`src/rtl/sstat_pkg.sv`:
```
package sstat_pkg;
  localparam int CMD_W      = 16;
  localparam int STAT_W     = 16;
  localparam int NUM_ERR    = 6;
  localparam int NUM_HW_ERR = 5;

  localparam int CMD_EN_CLR = 0;
  localparam int CMD_EN_SET = 1;
  localparam int CMD_MS_CLR = 2;
  localparam int CMD_MS_SET = 3;

  localparam int ST_EN   = 0;
  localparam int ST_MS   = 1;
  localparam int ST_BUSY = 13;

  // error flag order: tx err, rx err, abort, tx udf, rx udf, mode err
  localparam int ERR_SET_POS [NUM_ERR] = '{12, 13, 14, 15, 5, 7};
  localparam int ERR_CLR_POS [NUM_ERR] = '{8, 9, 10, 11, 4, 6};
  localparam int ERR_ST_POS  [NUM_ERR] = '{8, 9, 10, 11, 12, 14};
endpackage

```
`src/rtl/sstat_flag_cell.sv`:
```
module sstat_flag_cell #(
  parameter bit RST_VAL = 1'b0
) (
  input  logic clk_i,
  input  logic rst_ni,
  input  logic set_i,
  input  logic clr_i,
  input  logic hw_set_i,
  output logic q_o
);
  always_ff @(posedge clk_i or negedge rst_ni) begin
    if (!rst_ni)               q_o <= RST_VAL;
    else if (hw_set_i)         q_o <= 1'b1;  // hardware wins over software clear
    else if (set_i && !clr_i)  q_o <= 1'b1;
    else if (clr_i && !set_i)  q_o <= 1'b0;
  end
endmodule

```
`src/rtl/sstat_run_ctrl.sv`:
```
module sstat_run_ctrl (
  input  logic clk_i,
  input  logic rst_ni,
  input  logic set_i,
  input  logic clr_i,
  input  logic busy_i,
  output logic en_o
);
  logic pend_q;

  always_ff @(posedge clk_i or negedge rst_ni) begin
    if (!rst_ni) begin
      en_o   <= 1'b0;
      pend_q <= 1'b0;
    end else if (set_i && !clr_i) begin
      en_o   <= 1'b1;
      pend_q <= 1'b0;
    end else if (clr_i && !set_i) begin
      if (busy_i) pend_q <= 1'b1;   // defer config mode until idle
      else begin
        en_o   <= 1'b0;
        pend_q <= 1'b0;
      end
    end else if (pend_q && !busy_i) begin
      en_o   <= 1'b0;
      pend_q <= 1'b0;
    end
  end
endmodule

```
`src/rtl/sstat_err_bank.sv`:
```
module sstat_err_bank
  import sstat_pkg::*;
#(
  parameter int N_ERR = NUM_ERR,
  parameter int N_HW  = NUM_HW_ERR
) (
  input  logic             clk_i,
  input  logic             rst_ni,
  input  logic [CMD_W-1:0] cmd_i,
  input  logic [N_HW-1:0]  hw_err_i,
  input  logic [N_HW-1:0]  chk_en_i,
  output logic [N_ERR-1:0] err_o
);
  for (genvar k = 0; k < N_ERR; k++) begin : g_err
    logic hw_set;
    if (k < N_HW) begin : g_hw
      assign hw_set = hw_err_i[k] & chk_en_i[k];
    end else begin : g_sw
      assign hw_set = 1'b0;
    end
    sstat_flag_cell #(.RST_VAL(1'b0)) u_cell (
      .clk_i    (clk_i),
      .rst_ni   (rst_ni),
      .set_i    (cmd_i[ERR_SET_POS[k]]),
      .clr_i    (cmd_i[ERR_CLR_POS[k]]),
      .hw_set_i (hw_set),
      .q_o      (err_o[k])
    );
  end
endmodule

```
`src/rtl/sstat_cmd_reg.sv`:
```
module sstat_cmd_reg
  import sstat_pkg::*;
#(
  parameter int N_HW = NUM_HW_ERR
) (
  input  logic              clk_i,
  input  logic              rst_ni,
  input  logic              cmd_we_i,
  input  logic [CMD_W-1:0]  cmd_i,
  input  logic              busy_i,
  input  logic [N_HW-1:0]   hw_err_i,
  input  logic [N_HW-1:0]   err_chk_en_i,
  output logic [STAT_W-1:0] status_o,
  output logic              err_irq_o
);
  logic [CMD_W-1:0]   cmd_eff;
  logic               en_q, ms_q;
  logic [NUM_ERR-1:0] err_q;

  assign cmd_eff = cmd_we_i ? cmd_i : '0;

  sstat_run_ctrl u_run (
    .clk_i  (clk_i),
    .rst_ni (rst_ni),
    .set_i  (cmd_eff[CMD_EN_SET]),
    .clr_i  (cmd_eff[CMD_EN_CLR]),
    .busy_i (busy_i),
    .en_o   (en_q)
  );

  sstat_flag_cell #(.RST_VAL(1'b0)) u_ms (
    .clk_i    (clk_i),
    .rst_ni   (rst_ni),
    .set_i    (cmd_eff[CMD_MS_SET]),
    .clr_i    (cmd_eff[CMD_MS_CLR]),
    .hw_set_i (1'b0),
    .q_o      (ms_q)
  );

  sstat_err_bank #(.N_ERR(NUM_ERR), .N_HW(N_HW)) u_err (
    .clk_i    (clk_i),
    .rst_ni   (rst_ni),
    .cmd_i    (cmd_eff),
    .hw_err_i (hw_err_i),
    .chk_en_i (err_chk_en_i),
    .err_o    (err_q)
  );

  always_comb begin
    status_o = '0;
    status_o[ST_EN]   = en_q;
    status_o[ST_MS]   = ms_q;
    for (int k = 0; k < NUM_ERR; k++) status_o[ERR_ST_POS[k]] = err_q[k];
    status_o[ST_BUSY] = busy_i;
  end

  assign err_irq_o = |err_q;
endmodule

```
`config.mk`:
```
export PLATFORM = sky130hd
export DESIGN_NAME = sstat_cmd_reg
export DESIGN_NICKNAME = d
export VERILOG_FILES = /design/src/rtl/sstat_pkg.sv /design/src/rtl/sstat_flag_cell.sv /design/src/rtl/sstat_run_ctrl.sv /design/src/rtl/sstat_err_bank.sv /design/src/rtl/sstat_cmd_reg.sv
export SDC_FILE = /design/constraint.sdc
export NUM_CORES = 1
export LEC_CHECK = 0
export BUFFER_PORTS_ARGS = -buffer_cell sky130_fd_sc_hd__clkbuf_2
export CORE_UTILIZATION = 30
export CTS_CLUSTER_DIAMETER = 150
export DETAILED_ROUTE_END_ITERATION = 16
export GPL_TIMING_DRIVEN = 0
export PLACE_DENSITY = 0.74
export SLEW_MARGIN = 10
export SYNTH_ARGS = -nofsm -noshare
export SYNTH_HDL_FRONTEND = slang
export SYNTH_HIERARCHICAL = 1
export SYNTH_SLANG_ARGS = --single-unit
```
`constraint.sdc`:
```
create_clock -name clk_i -period 0.9 [get_ports clk_i]
set_clock_uncertainty 0.05 [all_clocks]
set_input_delay 0.09 -clock clk_i [delete_from_list [all_inputs] [get_ports clk_i]]
set_output_delay 0.09 -clock clk_i [all_outputs]
set_load 0.02 [all_outputs]
```
Yosys cells after proc, flatten, opt, wreduce, memory -nomap -nowiden
Cells that the tools add are included.
{ "word_totals": {"mem_bits_rw": 0, "mem_count": 0, "rom_bits": 0, "ff_bits": 9, "latchBits": 0, "inputBits": 30} }
{ "classes": {"n_addsub": 0, "shift": 0, "magnitude_cmp": 0, "n_mux": 27, "multipliers": 0, "bitwise_logic": 5, "div_mod_pow": 0, "n_reduce_logical": 44, "eq_ne": 1} }
{ "ops": {"columns": ["operator", "count"], "rows": [
  ["$mux W1", 26],
  ["$reduce_bool A3 Y1", 6],
  ["$logic_and A1 B1 Y1", 17],
  ["$logic_not A1 Y1", 17],
  ["$mux W16", 1],
  ["$reduce_or A6 Y1", 1],
  ["$and A1 B1 Y1", 5],
  ["$reduce_bool A2 Y1", 2],
  ["$ne A3 B2 Y1 const B", 1],
  ["$reduce_and A2 Y1", 1]
]} }

Logic depth before layout (Yosys ltp)
Gate-level depths: netlist (run 1).
{ "depth": {"depth_word": 6, "depth_mapped": 6, "ltp_nobuf": 6} }

Cells and area by module
The synthesis (run 1) kept the hierarchy.
{ "by_module_without_submodules": {"columns": ["mod", "instances", "area_each_um2", "cells_each"], "rows": [
  ["sstat_flag_cell", 7, 47.5, 5],
  ["sstat_cmd_reg", 1, 219.0, 31],
  ["sstat_run_ctrl", 1, 137.6, 14],
  ["sstat_err_bank", 1, 35.0, 6]
]} }

Worst setup path before layout (run 1)
Ideal clock, no wire load.
{ "synth_path": {"kind": "register to output", "start": "reg u_err.g_err[3].u_cell.q_o", "end": "out err_irq_o", "slack_ns": -0.152, "required_time_ns": 0.760, "n_path_buf": 0, "path_stages_with_launch": 3, "t_arrival_ns": 0.912, "path_cell_list": "dfrtp_1 > nor4_1 > nand2_1"} }
{ "synth_via": {"elab_chain_len": 1} }
{ "synth_rtl": {"columns": ["item", "line", "source"], "rows": [
  ["start, declared", "sstat_flag_cell.sv:9", "output logic q_o"],
  ["start signal, assigned", "sstat_flag_cell.sv:12", "if (!rst_ni) q_o <= RST_VAL;"],
  ["start signal, assigned", "sstat_flag_cell.sv:13", "else if (hw_set_i) q_o <= 1'b1;"],
  ["start signal, assigned", "sstat_flag_cell.sv:14", "else if (set_i && !clr_i) q_o <= 1'b1;"],
  ["$reduce_or A6 Y1", "sstat_cmd_reg.sv:57", "assign err_irq_o = |err_q;"],
  ["end, declared", "sstat_cmd_reg.sv:14", "output logic err_irq_o"]
]} }
No other way between the ends.

Worst setup path in the final report (run 1)
{ "layout_path": {"start": "reg u_err.g_err[2].u_cell.q_o", "end": "out err_irq_o"} }
{ "layout_via": {"elab_chain_len": 1} }
{ "layout_rtl": {"columns": ["item", "line"], "rows": [
  ["start, declared", "sstat_flag_cell.sv:9"],
  ["start signal, assigned", "sstat_flag_cell.sv:12"],
  ["start signal, assigned", "sstat_flag_cell.sv:13"],
  ["start signal, assigned", "sstat_flag_cell.sv:14"],
  ["$reduce_or A6 Y1", "sstat_cmd_reg.sv:57"]
]} }
No other way between the ends.

==> metrics.md, run 1 <==
| Metric | Value |
|---|---|
| Status | finished with violations |
| Failing checks | negative setup slack |
| Cell count after synthesis | 86 |
| Reg clk slew, reported paths | 0.07 ns |
| FP Rows | 17 |
| Post-route ant nets | 0 |
| Initial core utilization | approximately a third |
| Vias/cell | 4.30 |
| DP HPWL | between 1000 and 1500 µm |
| Fin crit period | roughly 1.3 ns |
| Syn_area_per_cell | ~8.4 µm² |
| Die Wd | 51.1 µm |
| CP Launch Point | u_err/g_err[2].u_cell/q_o |
| Leak Pwr | roughly 0.00062 µW |
| Top Ports | 47 |
| Synthesized cell area | just over 700 µm² |
| Net count, final | between 150 and 200 |
| Clk_lat worst skew | 0.27 ns |
| Comb pwr share | a little over two fifths |
| Crit Path Max Fanout | 2 |
| Kind of end point of the critical path | primary output |
| TritonRoute pass-1 iters | 4 |
| PD cells | 1160 mW/mm² |
| Share of layout cells above drive strength 1 | between 60% and 70% |
| Via Count | about 750 |
| Reg2reg setup slack | -0.13 ns |
| Area delta synth->final | 73.4% |
| Pin count of the biggest net entering global routing | 11 |
| Post-synth cell types | 18 |
| Fin crit share | 145% |
| Filler instances | about 220 |
| Gr usage total | approximately 15% |
| Synth warn | 6 |
| CTS tree | yes |
| CP cell instances | nor4_2, nand2_1, buf_4 |
| Final Setup Violations | 14 |
| Worst Hold Launch | busy_i |
| Setup slack after layout | -0.403 ns |
| Placed insts | between 150 and 200 |
| Final hold vios | 0 |
| Fin cells | about 180 |
| Req. time, crit path | around 0.76 ns |
| Max_cap viols | 0 |
| CTS sink cnt | 9 |
| Total Wirelength | roughly 1700 µm |
| First DRT Iteration DRCs | 14 |
| Worst setup SP type | flop |
| Antenna violations before repair | 0 |
| RePlAce Congestion | approximately 0.64 |
| Peak Freq | between 700 and 800 MHz |
| WL/cell | 9.67 µm |
| Die H | 51.1 µm |
| Sequential element share of the synthesized area | a little under a third |
| Placed cell areas | about 0.0010 mm² |
| H-Tree Depth | 1 |
| Storage element area | between 200 and 250 µm² |
| First-pass GRT wire length | 2880 µm |
| Psw | ~470 µW |
| Final Cell Area | between 0.001 and 0.0015 mm² |
| Worst path max stage delay | around 0.42 ns |
| Flops & latches, synth | 9 |
| Multi-input gate area | slightly above 500 µm² |
| Die area | approximately 0.0026 mm² |
| TritonCTS Buffers | 3 |
| DRC Markers | 0 |
| Reg-to-Reg Start | u_err/g_err[5].u_cell/q_o |
| Via count of the first global-routing pass | approximately 710 |
| Hold WC Path Type | in2reg |
| Clock root cell | clkbuf_4 |
| CP arrival | 1.16 ns |
| Sw frac | 32.0% |
| Longest Clk Path Bufs | 2 |
| I/O Buffers | 39 |
| Seq pwr share | between 30% and 40% |
| Core ar. | 0.00225 mm² |
| P_int | ~990 µW |
| Clk network pwr share | between 20% and 30% |
| # diodes | 0 |
| RSZ-0062 raised after global routing | true |
| Most common cell after layout, fill and taps aside | clkbuf_2 |
| Max Slew Vio Count | 0 |
| Worst ir drop on vdd | around 0.69 mV |
| GRT Residual Overflow | 0 |
| Critical-path top delay cell | dfrtp_2 |
| Most frequent cells in the layout | clkbuf_2 (30), buf_6 (11), buf_4 (11), conb_1 (11), and2_2 (10) |
| CP Class | reg2out |
worst paths after layout:
check,end,depth (start not counted)
min,u_run/pend_q,2
min reg2reg,u_err/g_err[0].u_cell/q_o,2
max reg2reg,u_err/g_err[5].u_cell/q_o,4
min in group asynchronous,u_run/pend_q,2
max in group asynchronous,u_err/g_err[1].u_cell/q_o,2
max,err_irq_o,3
power by group through the flow:
stage          logic (µW)  clock network, µW  registers [µW]
5_1_grt               681                357             506
4_1_cts               538                340             493
6_report              625                328             500
3_3_place_gp          404                  0             504
2_1_floorplan         233                  0             541
3_5_place_dp          415                  0             508
layer usage:
metal  GRT usage [%]  part of all wire, %
met5               0                    0
met4            2.78                    0
met1            15.3                   38
met3            4.46                  7.1
met2            29.6                   55
per-stage QoR:
| stage | hold WS (ns) | total power [µW] | utilization (%) | setup TNS [ns] | worst slack [ns] |
|---|---|---|---|---|---|
| final | 0.0537 | 1450 | 55.7 | -1.71 | -0.403 |
| after global routing | 0.0653 | 1540 | 55.7 | -2.24 | -0.467 |
| after CTS | 0.0421 | 1370 | 51.8 | -1.76 | -0.418 |
| after detailed placement | -0.0778 | 923 | 44.6 | -0.883 | -0.229 |
| after global placement | -0.0819 | 908 | 44.6 | -0.631 | -0.206 |
| after floorplan | -0.256 | 774 | - | -0.129 | -0.129 |
synthesized netlist by cell type (all sizes together):
cell	instances	area, µm²
a21oi	7	35.0
a22oi	2	15.0
and2	21	146
buf	11	86.3
conb	2	7.51
dfrtp	9	225
ha	2	25.0
inv	3	11.3
nand2	2	7.51
nand2b	8	57.6
nor2	9	33.8
nor2b	1	6.26
nor3b	7	52.6
nor4	1	6.26
o2bb2ai	1	8.76
cell type report:
type | count | area share [%]
Timing Repair Buffer | 49 | 28.9
Multi-Input combinational cell | 72 | 40.5
Buffer | 10 | 6.57
Tap cell | 28 | 2.79
Inverter | 3 | 0.896
Clock buffer | 4 | 2.09
Sequential cell | 9 | 18.2
flip-flops by register name, summed over array words and instances, names as in the netlist:
register	cells
u_err/g_err.u_cell/q_o	6
u_ms/q_o	1
u_run/en_o	1
u_run/pend_q	1
what timing repair did:
item	4_1_cts	5_1_grt
hold endpoints to repair	9	0
endpoints found under the setup margin	9	16
hold buffers	1	0
gates resized for setup	17	24
pin swaps	6	1
setup buffers	6	5
worst max-delay path, delay by kind of cell (launching register included):
kind / cells / cell delay (ns)
buffers and inverters: 1 / 0.16
flip-flops: 1 / 0.42
AND/OR/NAND/NOR: 2 / 0.32
cells by family after synthesis:
logic type | share of synthesized area [%]
buffers and inverters | 13.5
adders and majority gates | 3.45
AOI/OAI and AO/OA | 8.12
DFF | 31.1
and+or+nand+nor | 42.8
other | 1.04
Power figures use the tool's default switching activity.
==> run 2: changes to the inputs <==
- SKIP_CTS_REPAIR_TIMING: default -> 1
==> run 2 against run 1 <==
The run still ends with negative setup slack left; worst setup slack better by 0.0085 ns; hold slack improved by 0.0031 ns; first-iteration DRC count increased by 14%; critical path type unchanged.
==> metrics.md, run 2 (synthesized netlist as in run 1, its figures left out) <==
| Metric | Value |
|---|---|
| Hold WC Path Type | in2reg |
| Failing checks | negative setup slack |
| Via Count | about 740 |
| CTS sink cnt | 9 |
| Worst setup SP type | flop |
| Peak Freq | 773 MHz |
| H-Tree Depth | 1 |
| Most frequent cells in the layout | clkbuf_2 (30), buf_6 (12), conb_1 (11) |
| DP HPWL | ~1300 µm |
| First-pass GRT wire length | between 2000 and 3000 µm |
| Fin cells | between 150 and 200 |
| Worst path buffer plus inverter count | 1 |
| Fin crit share | 144% |
| Crit Path Max Fanout | 2 |
| Final hold vios | 0 |
| Worst path max stage delay | 0.40 ns |
| Final Setup Violations | 12 |
| Die H | approximately 51 µm |
| Vias/cell | 4.33 |
| DRC Markers | 0 |
| Total Wirelength | about 1600 µm |
| Die Wd | slightly above 50 µm |
| Fin crit period | about 1.3 ns |
| I/O Buffers | 39 |
| Gr usage total | 13.9% |
| Antenna violations before repair | 0 |
| Place WS | -0.229 ns |
| Reg-to-Reg Start | u_err/g_err[2].u_cell/q_o |
| Worst Hold Launch | busy_i |
| GRT Residual Overflow | 0 |
| Share of layout cells above drive strength 1 | just under 60% |
| CTS tree | yes |
| Core ar. | around 0.0023 mm² |
| WL/cell | around 9.5 µm |
| Req. time, crit path | 0.76 ns |
| RSZ-0062 raised after global routing | true |
| Placed insts | about 160 |
| Setup slack after layout | -0.394 ns |
| Post-route ant nets | 0 |
| Top Layer Used | met3 |
| Clock root cell | clkbuf_4 |
| # diodes | 0 |
| Longest Clk Path Bufs | 2 |
| PD cells | roughly 1200 mW/mm² |
| Kind of end point of the critical path | primary output |
| Pin count of the biggest net entering global routing | 11 |
| CP Launch Point | u_err/g_err[4].u_cell/q_o |
| Via count of the first global-routing pass | a little under 700 |
| Final Hold Slack | between 0.05 and 0.06 ns |
| CP arrival | roughly 1.2 ns |
| First DRT Iteration DRCs | 16 |
| Critical-path top delay cell | dfrtp_1 |
| Top reg by flops | u_err/g_err.u_cell/q_o |
| FP Rows | 17 |
| RePlAce Congestion | between 0.6 and 0.7 |
| Metal3 WL | approximately 110 µm |
| Top Ports | 47 |
| M1 wire length | 632 µm |
| CP delay by family, top | flip-flops |
| Initial core utilization | 32.1% |
| CP cell instances | nor4_2, nand2_1, buf_2 |
| Area delta synth->final | 61.0% |
| Status | finished with violations |
| Worst ir drop on vdd | 0.668 mV |
| Max Slew Vio Count | 0 |
| CP Class | reg2out |
| DR WL met2 | 859 µm |
| Leak Pwr | between 0.0005 and 0.0006 µW |
| TritonCTS Buffers | 3 |
| Flip-flop count of the largest register after layout | 6 |
| Max_cap viols | 0 |
| Most common cell after layout, fill and taps aside | clkbuf_2 |
| Clk_lat worst skew | about 0.26 ns |
| Reg clk slew, reported paths | 0.07 ns |
| TritonRoute pass-1 iters | 4 |
| Die area | roughly 0.0026 mm² |
| Net count, final | 175 |
==> run 2: final cells by class <==
| type | instances | area, µm² |
|---|---|---|
| repair buffers | 44 | 290 |
| fillers | 223 | 1090 |
| multi-input cells | 72 | 492 |
| well taps | 28 | 35.0 |
| plain buffers | 10 | 82.6 |
| clock buffers | 4 | 26.3 |
| flip-flops and latches | 9 | 229 |
| inverters | 3 | 11.3 |
==> run 2: per-stage QoR <==
step                      cell area (µm²)  setup TNS, ns  power, µW  util (%)
after floorplan                       776         -0.129        774         -
after global placement               1010         -0.631        908      44.6
after detailed placement             1010         -0.883        923      44.6
after CTS                            1030          -1.45       1260      45.8
after global routing                 1170          -1.87       1450      51.7
final                                1170          -1.37       1360      51.7
==> run 2: layer usage <==
metal | vias up | track usage [%]
met5 | - | 0
met4 | 0 | 2.78
met3 | 0 | 4.76
met2 | 38 | 27.6
met1 | 329 | 13.5
li1 | 369 | -
==> run 2: final timing paths <==
check | end | slack, ns | cells after the start
worst max-delay path | err_irq_o | -0.39 | 3
worst min register to register | u_run/en_o | 0.50 | 2
min in group asynchronous | u_run/pend_q | 0.16 | 2
worst min-delay path | u_run/pend_q | 0.06 | 2
worst max register to register | u_err/g_err[2].u_cell/q_o | -0.03 | 3
max in group asynchronous | u_err/g_err[1].u_cell/q_o | 0.42 | 2
==> run 2: report_power, final <==
part	total (µW)	internal, µW	switching [µW]
registers	505	454	50.8
clock network	324	171	152
logic	527	293	235
total	1360	918	438
==> run 3: changes to the inputs <==
- CAP_MARGIN: default -> 20
- CORE_MARGIN: default -> 10
==> run 3 against run 2 <==
Global-route usage fell by 5.3 points; the run still ends with negative setup slack left; flip-flop and latch count did not move; register-to-register slack barely moved; power fell by 2.6%; design area fell by 1.7%; sequential power barely moved; core utilization fell by 0.89 points; first-iteration DRC count fell by 50%; highest routed layer is now met4; worst setup slack improved by 0.00089 ns; clock-buffer cell count did not move; clock power fell by 4%.
==> metrics.md, run 3 (synthesized netlist as in run 1, its figures left out) <==
| Metric | Value |
|---|---|
| RSZ-0062 raised after global routing | true |
| Leak Pwr | 0.000571 µW |
| Final hold vios | 0 |
| First DRT Iteration DRCs | 8 |
| RePlAce Congestion | approximately 0.78 |
| Total Wirelength | 2130 µm |
| CTS tree | yes |
| GRT Residual Overflow | 0 |
| Share of layout cells above drive strength 1 | 56.7% |
| Grt met3 use | around 6.3% |
| Hold WC Path Type | in2reg |
| Worst setup SP type | flop |
| FF-to-FF path depth | 3 |
| CP Class | reg2out |
| Top reg by flops | u_err/g_err.u_cell/q_o |
| Grt met1 use | under 10% |
| Antenna violations before repair | 0 |
| CTS sink cnt | 9 |
| Peak Freq | between 700 and 800 MHz |
| Max Slew Vio Count | 0 |
| Placed insts | between 150 and 200 |
| Clk_lat worst skew | roughly 0.26 ns |
| Req. time, crit path | 0.76 ns |
| Pin count of the biggest net entering global routing | 11 |
| Post-route ant nets | 0 |
| CP arrival | approximately 1.2 ns |
| Area delta synth->final | 58.2% |
| Gr usage total | between 8 and 9% |
| First-pass GRT wire length | 3550 µm |
| H-Tree Depth | 1 |
| I/O Buffers | 39 |
| # diodes | 0 |
| Failing checks | negative setup slack |
| PD cells | between 1000 and 1500 mW/mm² |
| Most frequent cells in the layout | clkbuf_2 (30), conb_1 (11), buf_6 (10), and2_2 (10), buf_4 (10) |
| Max_cap viols | 0 |
| DP HPWL | ~1800 µm |
| Reg clk slew, reported paths | roughly 0.07 ns |
| Core ar. | ~0.0023 mm² |
| Worst ir drop on vdd | roughly 0.95 mV |
| GR Util met2 | 14.2% |
| Flip-flop count of the largest register after layout | 6 |
| Vias/cell | 4.29 |
| Via Count | ~730 |
| WL/cell | 12.6 µm |
| Most common cell after layout, fill and taps aside | clkbuf_2 |
| Via count of the first global-routing pass | just under 900 |
| Longest Clk Path Bufs | 2 |
| Die area | between 0.004 and 0.005 mm² |
| Top Ports | 47 |
| FP Rows | 17 |
| TritonCTS Buffers | 3 |
| Die Wd | 69.1 µm |
| TritonRoute pass-1 iters | 4 |
| Die H | 69.1 µm |
| Crit Path Max Fanout | 4 |
| Final core occ | between 50% and 60% |
| DRC Markers | 0 |
| Place WS | -0.270 ns |
| Status | finished with violations |
| Initial core utilization | between 30% and 40% |
| Gr busiest metal | met2 |
| Hold-critical path depth | 2 |
| Clock root cell | clkbuf_4 |
| Fin cells | around 170 |
| Net count, final | roughly 170 |
| Fin crit share | 144% |
| Kind of end point of the critical path | primary output |
| Setup slack after layout | -0.393 ns |
| Fin crit period | roughly 1.3 ns |
| Final Setup Violations | 10 |
==> run 3: final cells by class <==
cell class	instances	area, µm²
fillers	226	1110
multi-input cells	72	487
repair buffers	43	275
flip-flops and latches	9	229
plain buffers	10	82.6
well taps	28	35.0
clock buffers	4	26.3
inverters	3	11.3
==> run 3: per-layer routing <==
| metal | vias up | share of wire (%) |
|---|---|---|
| met3 | 2 | 12 |
| met1 | 319 | 41 |
| met2 | 39 | 46 |
| met4 | 0 | 0.89 |
| li1 | 365 | - |
| met5 | - | 0 |
==> run 3: final timing paths <==
kind	from	endpoint	slack (ns)
min	busy_i	u_run/pend_q	0.05
min in group asynchronous	rst_ni	u_ms/q_o	0.17
min reg2reg	u_err/g_err[0].u_cell/q_o	u_err/g_err[0].u_cell/q_o	0.53
max reg2reg	u_err/g_err[3].u_cell/q_o	u_err/g_err[3].u_cell/q_o	-0.02
max	u_err/g_err[4].u_cell/q_o	err_irq_o	-0.39
max in group asynchronous	rst_ni	u_err/g_err[2].u_cell/q_o	0.40
==> run 3: worst max-delay path: stages, from the launching register on <==
cell and delay [ns]:
dfrtp_1 0.41, nor4_2 0.27, nand2_1 0.09, buf_6 0.13
==> run 3: per-stage QoR <==
step                hold WS, ns  setup TNS, ns  cell area [µm²]  total power, µW
detailed placement      -0.0834          -1.03             1010              935
global placement        -0.0817         -0.571             1010              913
finish                   0.0515          -1.13             1150             1320
global route             0.0554          -1.55             1150             1420
floorplan                -0.256         -0.129              776              774
CTS                      -0.375          -1.40             1030             1260
==> run 3: power by group <==
part           leakage, µW  internal [µW]  switching (µW)
registers        0.0000978            454            53.3
clock network    0.0000150            171             140
logic             0.000459            267             235
